--- src/rtl/lus_pkg.sv ---
package lus_pkg;
   // Default geometry shared by the unit, its checker and its bench
   localparam int unsigned LUS_REG_W   = 5;
   localparam int unsigned LUS_CTL_W   = 6;
   localparam int unsigned LUS_PC_W    = 8;
   localparam int unsigned LUS_MRD_BIT = 0;

   // Flow state of the front end for one cycle
   typedef enum logic {
      FLOW_RUN  = 1'b0,
      FLOW_HOLD = 1'b1
   } flow_e;
endpackage

--- src/rtl/lus_match.sv ---
module lus_match #(
   parameter int unsigned REG_W = 5,
   parameter int unsigned NSRC  = 2
) (
   input  logic                       ld_valid,
   input  logic [REG_W-1:0]           ld_dst,
   input  logic [NSRC-1:0][REG_W-1:0] srcs,
   output logic                       hit
);
   logic [NSRC-1:0] eq;

   // One comparator per decode source; register 0 gets no exemption
   for (genvar g = 0; g < NSRC; g++) begin : g_cmp
      assign eq[g] = (srcs[g] == ld_dst);
   end

   assign hit = ld_valid & (|eq);
endmodule

--- src/rtl/lus_stage_reg.sv ---
module lus_stage_reg #(
   parameter int unsigned W       = 8,
   parameter bit          HAS_ZAP = 1'b0
) (
   input  logic         clk,
   input  logic         rst_n,
   input  logic         en,
   input  logic         zap,
   input  logic [W-1:0] d,
   output logic [W-1:0] q
);
   if (HAS_ZAP) begin : g_zap
      // Control half: a bubble overrides the incoming word
      always_ff @(posedge clk or negedge rst_n) begin
         if (!rst_n)   q <= '0;
         else if (zap) q <= '0;
         else if (en)  q <= d;
      end
   end else begin : g_plain
      logic unused_zap;
      assign unused_zap = zap;
      always_ff @(posedge clk or negedge rst_n) begin
         if (!rst_n)  q <= '0;
         else if (en) q <= d;
      end
   end
endmodule

--- src/rtl/lus_pc_reg.sv ---
module lus_pc_reg #(
   parameter int unsigned PC_W = 8
) (
   input  logic            clk,
   input  logic            rst_n,
   input  logic            en,
   output logic [PC_W-1:0] pc
);
   localparam logic [PC_W-1:0] STEP = PC_W'(1);

   always_ff @(posedge clk or negedge rst_n) begin
      if (!rst_n)  pc <= '0;
      else if (en) pc <= pc + STEP;
   end
endmodule

--- src/rtl/load_use_stall_unit.sv ---
module load_use_stall_unit
   import lus_pkg::*;
#(
   parameter int unsigned REG_W   = LUS_REG_W,
   parameter int unsigned CTL_W   = LUS_CTL_W,
   parameter int unsigned PC_W    = LUS_PC_W,
   parameter int unsigned MRD_BIT = LUS_MRD_BIT
) (
   input  logic             clk,
   input  logic             rst_n,
   input  logic [REG_W-1:0] fetch_rs,
   input  logic [REG_W-1:0] fetch_rt,
   input  logic [CTL_W-1:0] fetch_ctl,
   output logic [PC_W-1:0]  pc_o,
   output logic [REG_W-1:0] dec_rs_o,
   output logic [REG_W-1:0] dec_rt_o,
   output logic [CTL_W-1:0] ex_ctl_o,
   output logic [REG_W-1:0] ex_rt_o,
   output logic             pc_write_o,
   output logic             ifid_write_o,
   output logic             bubble_o
);
   localparam int unsigned NSRC   = 2;
   localparam int unsigned IFID_W = 2 * REG_W + CTL_W;

   // Elaboration-time parameter checks
   if (REG_W < 1) begin : g_bad_reg
      $error("REG_W must be at least 1");
   end
   if (PC_W < 2) begin : g_bad_pc
      $error("PC_W must be at least 2");
   end
   if (MRD_BIT >= CTL_W) begin : g_bad_mrd
      $error("MRD_BIT must index into the control word");
   end

   logic [IFID_W-1:0]            ifid_d, ifid_q;
   logic [CTL_W-1:0]             dec_ctl;
   logic [NSRC-1:0][REG_W-1:0]   dec_srcs;
   logic                         load_use;
   flow_e                        flow;

   // Fetch/decode register: both sources plus the decoded control word
   assign ifid_d = {fetch_rs, fetch_rt, fetch_ctl};
   assign {dec_rs_o, dec_rt_o, dec_ctl} = ifid_q;

   lus_stage_reg #(.W(IFID_W), .HAS_ZAP(1'b0)) u_ifid (
      .clk  (clk),
      .rst_n(rst_n),
      .en   (ifid_write_o),
      .zap  (1'b0),
      .d    (ifid_d),
      .q    (ifid_q)
   );

   // Load-use detection against the load sitting in execute
   assign dec_srcs[0] = dec_rs_o;
   assign dec_srcs[1] = dec_rt_o;

   lus_match #(.REG_W(REG_W), .NSRC(NSRC)) u_match (
      .ld_valid(ex_ctl_o[MRD_BIT]),
      .ld_dst  (ex_rt_o),
      .srcs    (dec_srcs),
      .hit     (load_use)
   );

   assign flow         = load_use ? FLOW_HOLD : FLOW_RUN;
   assign bubble_o     = (flow == FLOW_HOLD);
   assign pc_write_o   = (flow == FLOW_RUN);
   assign ifid_write_o = (flow == FLOW_RUN);

   // Program counter
   lus_pc_reg #(.PC_W(PC_W)) u_pc (
      .clk  (clk),
      .rst_n(rst_n),
      .en   (pc_write_o),
      .pc   (pc_o)
   );

   // Decode/execute control word, zeroed when a bubble is injected
   lus_stage_reg #(.W(CTL_W), .HAS_ZAP(1'b1)) u_idex_ctl (
      .clk  (clk),
      .rst_n(rst_n),
      .en   (1'b1),
      .zap  (bubble_o),
      .d    (dec_ctl),
      .q    (ex_ctl_o)
   );

   // Decode/execute rt field always advances
   lus_stage_reg #(.W(REG_W), .HAS_ZAP(1'b0)) u_idex_rt (
      .clk  (clk),
      .rst_n(rst_n),
      .en   (1'b1),
      .zap  (1'b0),
      .d    (dec_rt_o),
      .q    (ex_rt_o)
   );
endmodule

--- config.mk ---
export PLATFORM = sky130hd
export DESIGN_NAME = load_use_stall_unit
export DESIGN_NICKNAME = d
export VERILOG_FILES = /design/src/rtl/lus_pkg.sv /design/src/rtl/lus_match.sv /design/src/rtl/lus_stage_reg.sv /design/src/rtl/lus_pc_reg.sv /design/src/rtl/load_use_stall_unit.sv
export SDC_FILE = /design/constraint.sdc
export NUM_CORES = 1
export LEC_CHECK = 0
export BUFFER_PORTS_ARGS = -buffer_cell sky130_fd_sc_hd__buf_2
export CAP_MARGIN = 5
export CORE_AREA = 2 2 58 60
export CTS_BUF_LIST = sky130_fd_sc_hd__clkbuf_2
export DETAILED_ROUTE_END_ITERATION = 16
export DIE_AREA = 0 0 60 62
export PLACE_DENSITY = 0.82
export SYNTH_ARGS = -nofsm -noshare
export SYNTH_HDL_FRONTEND = slang
export SYNTH_HIERARCHICAL = 1
export SYNTH_SLANG_ARGS = --single-unit
--- constraint.sdc ---
create_clock -name clk -period 2.65 [get_ports clk]
set_input_delay 0 -clock clk [delete_from_list [all_inputs] [get_ports clk]]
set_output_delay 0 -clock clk [all_outputs]
set_load 0.02 [all_outputs]
==> flow_summary.html, run 1 <==
<table>
<tr><th>Metric</th><th>Value</th></tr>
<tr><th colspan="2">Final layout</th></tr>
<tr><td>Seq. cell area</td><td>875.8 µm²</td></tr>
<tr><td>Fillers</td><td>251</td></tr>
<tr><td>Final antenna diode count</td><td>0</td></tr>
<tr><td>Final layout net count</td><td>between 200 and 250</td></tr>
<tr><td>Final design area excluding fillers</td><td>around 2100 µm²</td></tr>
<tr><td>Layout area overhead</td><td>34.98%</td></tr>
<tr><td>Final standard cell utilization of the core</td><td>0.6545</td></tr>
<tr><td>Ratio of cells with drive above 1 in the final layout</td><td>0.4481</td></tr>
<tr><td>Area of combinational cells with multiple inputs</td><td>about 630 µm²</td></tr>
<tr><th colspan="2">Worst setup path</th></tr>
<tr><td>Path type of the worst setup path</td><td>reg -&gt; out</td></tr>
<tr><td>Logic depth of the worst register-to-register path</td><td>7</td></tr>
<tr><td>Slowest-stage cell, CP</td><td>sky130_fd_sc_hd__inv_1</td></tr>
<tr><td>Critical Path End Type</td><td>output pin</td></tr>
<tr><td>Terminus of the critical flop-to-flop path</td><td>u_pc/pc[5]</td></tr>
<tr><td>Maximum fanout count along the critical path</td><td>24</td></tr>
<tr><td>CP endpoint</td><td>pc_write_o</td></tr>
<tr><td>CP arrival</td><td>2290 ps</td></tr>
<tr><td>Type of origin of the critical path</td><td>flip-flop</td></tr>
<tr><td>Critical path origin</td><td>u_idex_rt/q[3]</td></tr>
<tr><td>Startpoint of the worst register-to-register path</td><td>u_idex_rt/q[3]</td></tr>
<tr><td>Critical path's largest stage delay</td><td>760 ps</td></tr>
<tr><td>Cells along the critical path</td><td>xnor2_1 &gt; nand4_1 &gt; o22ai_1 &gt; inv_1 &gt; buf_2</td></tr>
<tr><td>Minimum setup slack among reg-to-reg paths</td><td>450 ps</td></tr>
<tr><td>Required @ worst endpoint</td><td>2650 ps</td></tr>
<tr><th colspan="2">Floorplan</th></tr>
<tr><td>Width of the die</td><td>60 µm</td></tr>
<tr><td>Starting Density</td><td>0.4848</td></tr>
<tr><td>Boundary Pins</td><td>50</td></tr>
<tr><td>Number of standard-cell rows in the floorplan</td><td>21</td></tr>
<tr><td>Floorplan die area</td><td>3720 µm²</td></tr>
<tr><td>Area of the core region</td><td>3179 µm²</td></tr>
<tr><td>Die Ht</td><td>between 60 and 70 µm</td></tr>
<tr><th colspan="2">Timing</th></tr>
<tr><td>Post-route clock skew</td><td>24.46 ps</td></tr>
<tr><td>Count of pins over their slew limit</td><td>0</td></tr>
<tr><td>Setup TNS</td><td>0 ps</td></tr>
<tr><td>Transition time at the pin with the least slew margin</td><td>1033 ps</td></tr>
<tr><td>Clock period minus worst slack</td><td>2294 ps</td></tr>
<tr><td>Number of setup violations in the final report</td><td>0</td></tr>
<tr><td>Final worst setup slack</td><td>356.2 ps</td></tr>
<tr><td>Final Hold Viols</td><td>0</td></tr>
<tr><td>Max Fclk</td><td>~440 MHz</td></tr>
<tr><td>Setup repair after global routing missed its margin</td><td>no</td></tr>
<tr><td>Tcrit/Tclk final</td><td>0.8656</td></tr>
<tr><td>Slew margin rel.</td><td>0.3108</td></tr>
<tr><th colspan="2">Global route</th></tr>
<tr><td>Via count of the first global-routing pass</td><td>1116</td></tr>
<tr><td>Combined global-route utilization of all metal layers</td><td>0.1851</td></tr>
<tr><td>Initial antenna violation count</td><td>0</td></tr>
<tr><td>Wire length of the first global-routing pass</td><td>4954 µm</td></tr>
<tr><td>Total overflow reported by the global router</td><td>0</td></tr>
<tr><td>Pin count of the biggest net entering global routing</td><td>36</td></tr>
<tr><th colspan="2">Place</th></tr>
<tr><td>Final RePlAce weighted congestion</td><td>between 0.7 and 0.8</td></tr>
<tr><td>Post-detail-place hpwl</td><td>slightly above 2000 µm</td></tr>
<tr><td>PortBufs</td><td>roughly 50</td></tr>
<tr><td>Pre-CTS setup slack</td><td>~470 ps</td></tr>
<tr><td>Area of placed instances</td><td>1821 µm²</td></tr>
<tr><th colspan="2">Detailed routing</th></tr>
<tr><td># DRC</td><td>0</td></tr>
<tr><td>Average routed wire per standard cell</td><td>13.52 µm</td></tr>
<tr><td>DRC marker count from the first detailed-route iteration</td><td>31</td></tr>
<tr><td>Vias per inst</td><td>4.721</td></tr>
<tr><td>Antenna violation net count after detailed routing</td><td>0</td></tr>
<tr><td>First-pass iteration count of the detailed router</td><td>4</td></tr>
<tr><td>Overall via count from detail_route</td><td>1081</td></tr>
<tr><td>WL final</td><td>3096 µm</td></tr>
<tr><th colspan="2">Min path</th></tr>
<tr><td>Type of the worst min-delay path</td><td>in -&gt; async</td></tr>
<tr><th colspan="2">Power</th></tr>
<tr><td>VDD IR max</td><td>0.7037 mV</td></tr>
<tr><td>Lkg Pwr</td><td>1.031 nW</td></tr>
<tr><td>Power Dens Cells</td><td>829.0 nW/µm²</td></tr>
<tr><th colspan="2">Outcome</th></tr>
<tr><td>Status</td><td>finished clean</td></tr>
<tr><th colspan="2">CTS</th></tr>
<tr><td>Clock-pin slew of the registers on the worst-case setup and hold paths</td><td>180 ps</td></tr>
<tr><td>Worst skew pair latency</td><td>about 380 ps</td></tr>
<tr><td>CTS Hold Bufs</td><td>17</td></tr>
<tr><td>Buffer cell driving the clock tree root</td><td>sky130_fd_sc_hd__clkbuf_2</td></tr>
<tr><td>TritonCTS Buffers</td><td>5</td></tr>
<tr><td>TritonCTS clock tree</td><td>built</td></tr>
<tr><td>Post-CTS setup buffer count</td><td>0</td></tr>
<tr><td>Cells resized by post-CTS repair</td><td>0</td></tr>
<tr><td>Number of buffers between clock root and the deepest sink</td><td>2</td></tr>
<tr><td>H-tree depth reported by CTS</td><td>2</td></tr>
<tr><td>Total clock sinks</td><td>35</td></tr>
<tr><th colspan="2">Logic synthesis</th></tr>
<tr><td>Gate count of the mapped netlist</td><td>approximately 110</td></tr>
<tr><td>Synth warnings</td><td>6</td></tr>
<tr><td>Post-Syn Area per Cell</td><td>14.41 µm²</td></tr>
<tr><td>Netlist area before placement</td><td>1541 µm²</td></tr>
<tr><th colspan="2">Run</th></tr>
<tr><td>Count of maximum capacitance violations</td><td>0</td></tr>
</table>
[state kept, by name (all words and copies together), names as in the netlist]
register	flops
u_idex_rt/q	5
u_idex_ctl/q	6
u_pc/pc	8
u_ifid/q	16
[worst max-delay path: cells and delay by family (launching register included)]
kind / cells / cell delay (ps)
buf+inv: 2 / 1070
flops: 1 / 470
xor+xnor: 1 / 160
simple gates: 1 / 100
compound gates: 1 / 100
[stage by stage]
stage | hold slack (ps) | power, mW | instances
CTS | 190.3 | 1.741 | 229
global placement | 99.81 | 1.260 | 204
floorplan | -295.6 | 1.107 | 112
global route | 243.9 | 1.827 | 229
detailed placement | 121.9 | 1.283 | 204
finish | 209.3 | 1.725 | 229
[layout make-up]
cell class / instances / share of cell area
clock buffers: 6 / 0.01443
clock inverters: 2 / 0.02886
inverters: 1 / 0.001804
multi-input cells: 72 / 0.3031
flip-flops and latches: 35 / 0.4209
well taps: 46 / 0.02766
repair buffers: 67 / 0.2032
[layout by cell type (no fill, tap or decap), drive strengths merged]
cell	count
buf	50
bufinv	2
clkbuf	6
conb	6
dfrtp	35
dlygate4sd3	17
ha	1
inv	1
mux2	22
mux2i	6
nand2	4
nand4	6
nor2	9
o22ai	1
xnor2	13
xor2	4
[worst min-delay path by stage]
stage                from              end  depth (start not counted)
global placement    rst_n     u_ifid/q[12]                          1
floorplan           rst_n  u_idex_ctl/q[0]                          0
CTS                 rst_n     u_ifid/q[14]                          2
detailed placement  rst_n      u_ifid/q[8]                          1
finish              rst_n     u_ifid/q[14]                          2
global route        rst_n     u_ifid/q[10]                          2
[layer usage]
layer  track usage  wire length [µm]  vias to the layer above
li1              -                 -                      509
met2        0.3106              1582                       37
met1        0.2128              1273                      529
met4       0.07619                43                        0
met3       0.07246               197                        6
met5             0                 0                        -
[power breakdown]
part           switching, mW  total, mW  internal, mW
registers              0.123      0.767         0.644
clock network          0.177      0.436         0.259
logic                  0.283      0.522         0.239
total                  0.583       1.72          1.14
Note: power is estimated with default switching activity, not from simulation.
==> inputs of run 2 (changes only) <==
--- a/config.mk
+++ b/config.mk
@@ -7,11 +7,11 @@
 export LEC_CHECK = 0
 export BUFFER_PORTS_ARGS = -buffer_cell sky130_fd_sc_hd__buf_2
 export CAP_MARGIN = 5
-export CORE_AREA = 2 2 58 60
+export CORE_AREA = 2 2 62 64
 export CTS_BUF_LIST = sky130_fd_sc_hd__clkbuf_2
 export DETAILED_ROUTE_END_ITERATION = 16
-export DIE_AREA = 0 0 60 62
-export PLACE_DENSITY = 0.82
+export DIE_AREA = 0 0 64 66
+export PLACE_DENSITY = 0.73
 export SYNTH_ARGS = -nofsm -noshare
 export SYNTH_HDL_FRONTEND = slang
 export SYNTH_HIERARCHICAL = 1
==> run 2 against run 1 <==
  * Sequential power shrank 0.7%
  * Register-to-register slack lost 100 ps
  * Non-clock buffer count is the same
  * First-iteration DRC count shrank 13%
  * Clock power shrank 50%
  * Clock skew shrank 11 ps
  * Critical endpoint unchanged
  * Largest power group unchanged
  * Sequential cell count is the same
  * Combinational power shrank 0.8%
  * Maximum frequency shrank 4.0%
  * Via count shrank 5.1%
  * Design area shrank 2.6%
  * Utilization shrank 8.4 points
==> flow_summary.html, run 2 (synthesis results as in run 1) <==
<table>
<tr><th>Metric</th><th>Value</th></tr>
<tr><th colspan="2">Outcome</th></tr>
<tr><td>Status</td><td>finished clean</td></tr>
<tr><th colspan="2">CTS</th></tr>
<tr><td>Clock-pin slew of the registers on the worst-case setup and hold paths</td><td>160 ps</td></tr>
<tr><td>Post-CTS setup buffer count</td><td>0</td></tr>
<tr><td>Total clock sinks</td><td>35</td></tr>
<tr><td>Worst skew pair latency</td><td>350 ps</td></tr>
<tr><td>Buffer cell driving the clock tree root</td><td>sky130_fd_sc_hd__clkbuf_2</td></tr>
<tr><td>TritonCTS Buffers</td><td>5</td></tr>
<tr><td>H-tree depth reported by CTS</td><td>2</td></tr>
<tr><td>TritonCTS clock tree</td><td>built</td></tr>
<tr><td>Number of buffers between clock root and the deepest sink</td><td>2</td></tr>
<tr><th colspan="2">Timing</th></tr>
<tr><td>Setup repair after global routing missed its margin</td><td>no</td></tr>
<tr><td>Transition time at the pin with the least slew margin</td><td>1071 ps</td></tr>
<tr><td>Count of pins over their slew limit</td><td>0</td></tr>
<tr><td>Tcrit/Tclk final</td><td>0.9015</td></tr>
<tr><td>Setup TNS</td><td>0 ps</td></tr>
<tr><td>Number of setup violations in the final report</td><td>0</td></tr>
<tr><td>Max Fclk</td><td>between 400 and 500 MHz</td></tr>
<tr><td>Slew margin rel.</td><td>0.2853</td></tr>
<tr><td>Final worst setup slack</td><td>261.0 ps</td></tr>
<tr><td>Worst Hold Margin</td><td>240.2 ps</td></tr>
<tr><td>Post-route clock skew</td><td>13.80 ps</td></tr>
<tr><td>Final Hold Viols</td><td>0</td></tr>
<tr><td>Clock period minus worst slack</td><td>2389 ps</td></tr>
<tr><th colspan="2">Global route</th></tr>
<tr><td>Pin count of the biggest net entering global routing</td><td>36</td></tr>
<tr><td>Total overflow reported by the global router</td><td>0</td></tr>
<tr><td>Combined global-route utilization of all metal layers</td><td>0.1526</td></tr>
<tr><td>Via count of the first global-routing pass</td><td>between 1000 and 1500</td></tr>
<tr><td>Wire length of the first global-routing pass</td><td>4864 µm</td></tr>
<tr><td>Initial antenna violation count</td><td>0</td></tr>
<tr><th colspan="2">Floorplan</th></tr>
<tr><td>Starting Density</td><td>0.4341</td></tr>
<tr><td>Die Ht</td><td>66 µm</td></tr>
<tr><td>Floorplan die area</td><td>4224 µm²</td></tr>
<tr><td>Boundary Pins</td><td>50</td></tr>
<tr><td>Width of the die</td><td>around 64 µm</td></tr>
<tr><td>Area of the core region</td><td>between 3000 and 4000 µm²</td></tr>
<tr><td>Number of standard-cell rows in the floorplan</td><td>22</td></tr>
<tr><th colspan="2">Min path</th></tr>
<tr><td>Type of the worst min-delay path</td><td>in -&gt; async</td></tr>
<tr><th colspan="2">Power</th></tr>
<tr><td>Total power draw</td><td>1.498 mW</td></tr>
<tr><td>Power Dens Cells</td><td>between 700 and 800 nW/µm²</td></tr>
<tr><td>Lkg Pwr</td><td>about 1 nW</td></tr>
<tr><td>VDD IR max</td><td>0.5166 mV</td></tr>
<tr><th colspan="2">Final layout</th></tr>
<tr><td>Layout area overhead</td><td>31.49%</td></tr>
<tr><td>Fillers</td><td>308</td></tr>
<tr><td>Largest registers ranked by flip-flop count</td><td>u_ifid/q: 16 flops, u_pc/pc: 8 flops, u_idex_ctl/q: 6 flops</td></tr>
<tr><td>Biggest register</td><td>u_ifid/q</td></tr>
<tr><td>Seq. cell area</td><td>875.8 µm²</td></tr>
<tr><td>Area of combinational cells with multiple inputs</td><td>~630 µm²</td></tr>
<tr><td>Leading cell types in the layout, fill and taps excluded</td><td>49 x sky130_fd_sc_hd__buf_2, 35 x sky130_fd_sc_hd__dfrtp_1, 17 x sky130_fd_sc_hd__dlygate4sd3_1</td></tr>
<tr><td>Most common library cell in the layout ignoring fill and taps</td><td>sky130_fd_sc_hd__buf_2</td></tr>
<tr><td>Final layout net count</td><td>201</td></tr>
<tr><td>Flip-flop count of the largest register, all copies and words added</td><td>16</td></tr>
<tr><td>Final antenna diode count</td><td>0</td></tr>
<tr><td>Ratio of cells with drive above 1 in the final layout</td><td>0.4396</td></tr>
<tr><th colspan="2">Worst setup path</th></tr>
<tr><td>CP arrival</td><td>between 2000 and 2500 ps</td></tr>
<tr><td>Minimum setup slack among reg-to-reg paths</td><td>350 ps</td></tr>
<tr><td>Required @ worst endpoint</td><td>2650 ps</td></tr>
<tr><td>Type of origin of the critical path</td><td>flip-flop</td></tr>
<tr><td>Terminus of the critical flop-to-flop path</td><td>u_pc/pc[6]</td></tr>
<tr><td>Path type of the worst setup path</td><td>reg -&gt; out</td></tr>
<tr><td>Logic depth of the worst register-to-register path</td><td>8</td></tr>
<tr><td>Maximum fanout count along the critical path</td><td>24</td></tr>
<tr><td>Critical Path End Type</td><td>output pin</td></tr>
<tr><td>Startpoint of the worst register-to-register path</td><td>u_idex_rt/q[0]</td></tr>
<tr><th colspan="2">Run</th></tr>
<tr><td>Count of maximum capacitance violations</td><td>0</td></tr>
<tr><th colspan="2">Detailed routing</th></tr>
<tr><td>Average routed wire per standard cell</td><td>12.93 µm</td></tr>
<tr><td>WL final</td><td>2973 µm</td></tr>
<tr><td># DRC</td><td>0</td></tr>
<tr><td>First-pass iteration count of the detailed router</td><td>4</td></tr>
<tr><td>Overall via count from detail_route</td><td>~1000</td></tr>
<tr><td>Antenna violation net count after detailed routing</td><td>0</td></tr>
<tr><td>Vias per inst</td><td>4.461</td></tr>
<tr><td>DRC marker count from the first detailed-route iteration</td><td>27</td></tr>
<tr><th colspan="2">Place</th></tr>
<tr><td>Pre-CTS setup slack</td><td>342.1 ps</td></tr>
<tr><td>Final RePlAce weighted congestion</td><td>around 0.75</td></tr>
<tr><td>PortBufs</td><td>49</td></tr>
</table>
==> run 2: what timing repair did <==
item,in CTS,in global routing
resized for setup,0,0
hold buffers,17,0
hold endpoints to repair,51,0
==> run 2: area by class of cell <==
type                            count  area share
Sequential cell                    35      0.4321
Clock buffer                        5     0.01235
Clock inverter                      2    0.004321
Timing Repair Buffer               67      0.2086
Inverter                            1    0.001852
Multi-Input combinational cell     72      0.3111
Tap cell                           48     0.02963
==> run 2: worst max path at each step <==
stage / slack [ps] / startpoint / endpoint
floorplan: 70 / u_idex_rt/q[1] / u_ifid/q[10]
global placement: 420 / u_idex_rt/q[1] / u_pc/pc[6]
detailed placement: 340 / u_idex_rt/q[1] / u_pc/pc[5]
CTS: 200 / u_idex_rt/q[1] / pc_write_o
global route: 50 / u_idex_rt/q[1] / pc_write_o
finish: 260 / u_idex_rt/q[0] / pc_write_o
==> run 2: metrics by stage <==
stage | instance area, µm² | std cells | util
after global placement | 1823 | 206 | 0.5134
final | 2027 | 230 | 0.5708
after detailed placement | 1823 | 206 | 0.5134
after CTS | 2027 | 230 | 0.5708
after floorplan | 1560 | 112 | -
after global routing | 2027 | 230 | 0.5708
==> run 2: critical path: stages (launching register included) <==
cell                      delay [ps]
sky130_fd_sc_hd__dfrtp_1         460
sky130_fd_sc_hd__xnor2_1         150
sky130_fd_sc_hd__nand4_1          90
sky130_fd_sc_hd__o22ai_1          90
sky130_fd_sc_hd__buf_4           160
sky130_fd_sc_hd__inv_1           770
sky130_fd_sc_hd__buf_2           320
==> run 2: per-layer routing <==
layer  up-vias  part of all wire  GRT usage
met5         -                 0          0
met4         0                 0    0.04076
met3         0             0.036    0.05281
met2        22              0.53     0.2656
met1       499              0.44     0.1790
li1        505                 -          -
==> run 2: report_power, final <==
| part | switching (mW) | leakage [nW] | internal (mW) | total, mW |
|---|---|---|---|---|
| combinational | 0.281 | 0.565 | 0.237 | 0.518 |
| clock | 0.162 | 0.0262 | 0.0559 | 0.218 |
| sequential | 0.118 | 0.413 | 0.644 | 0.762 |
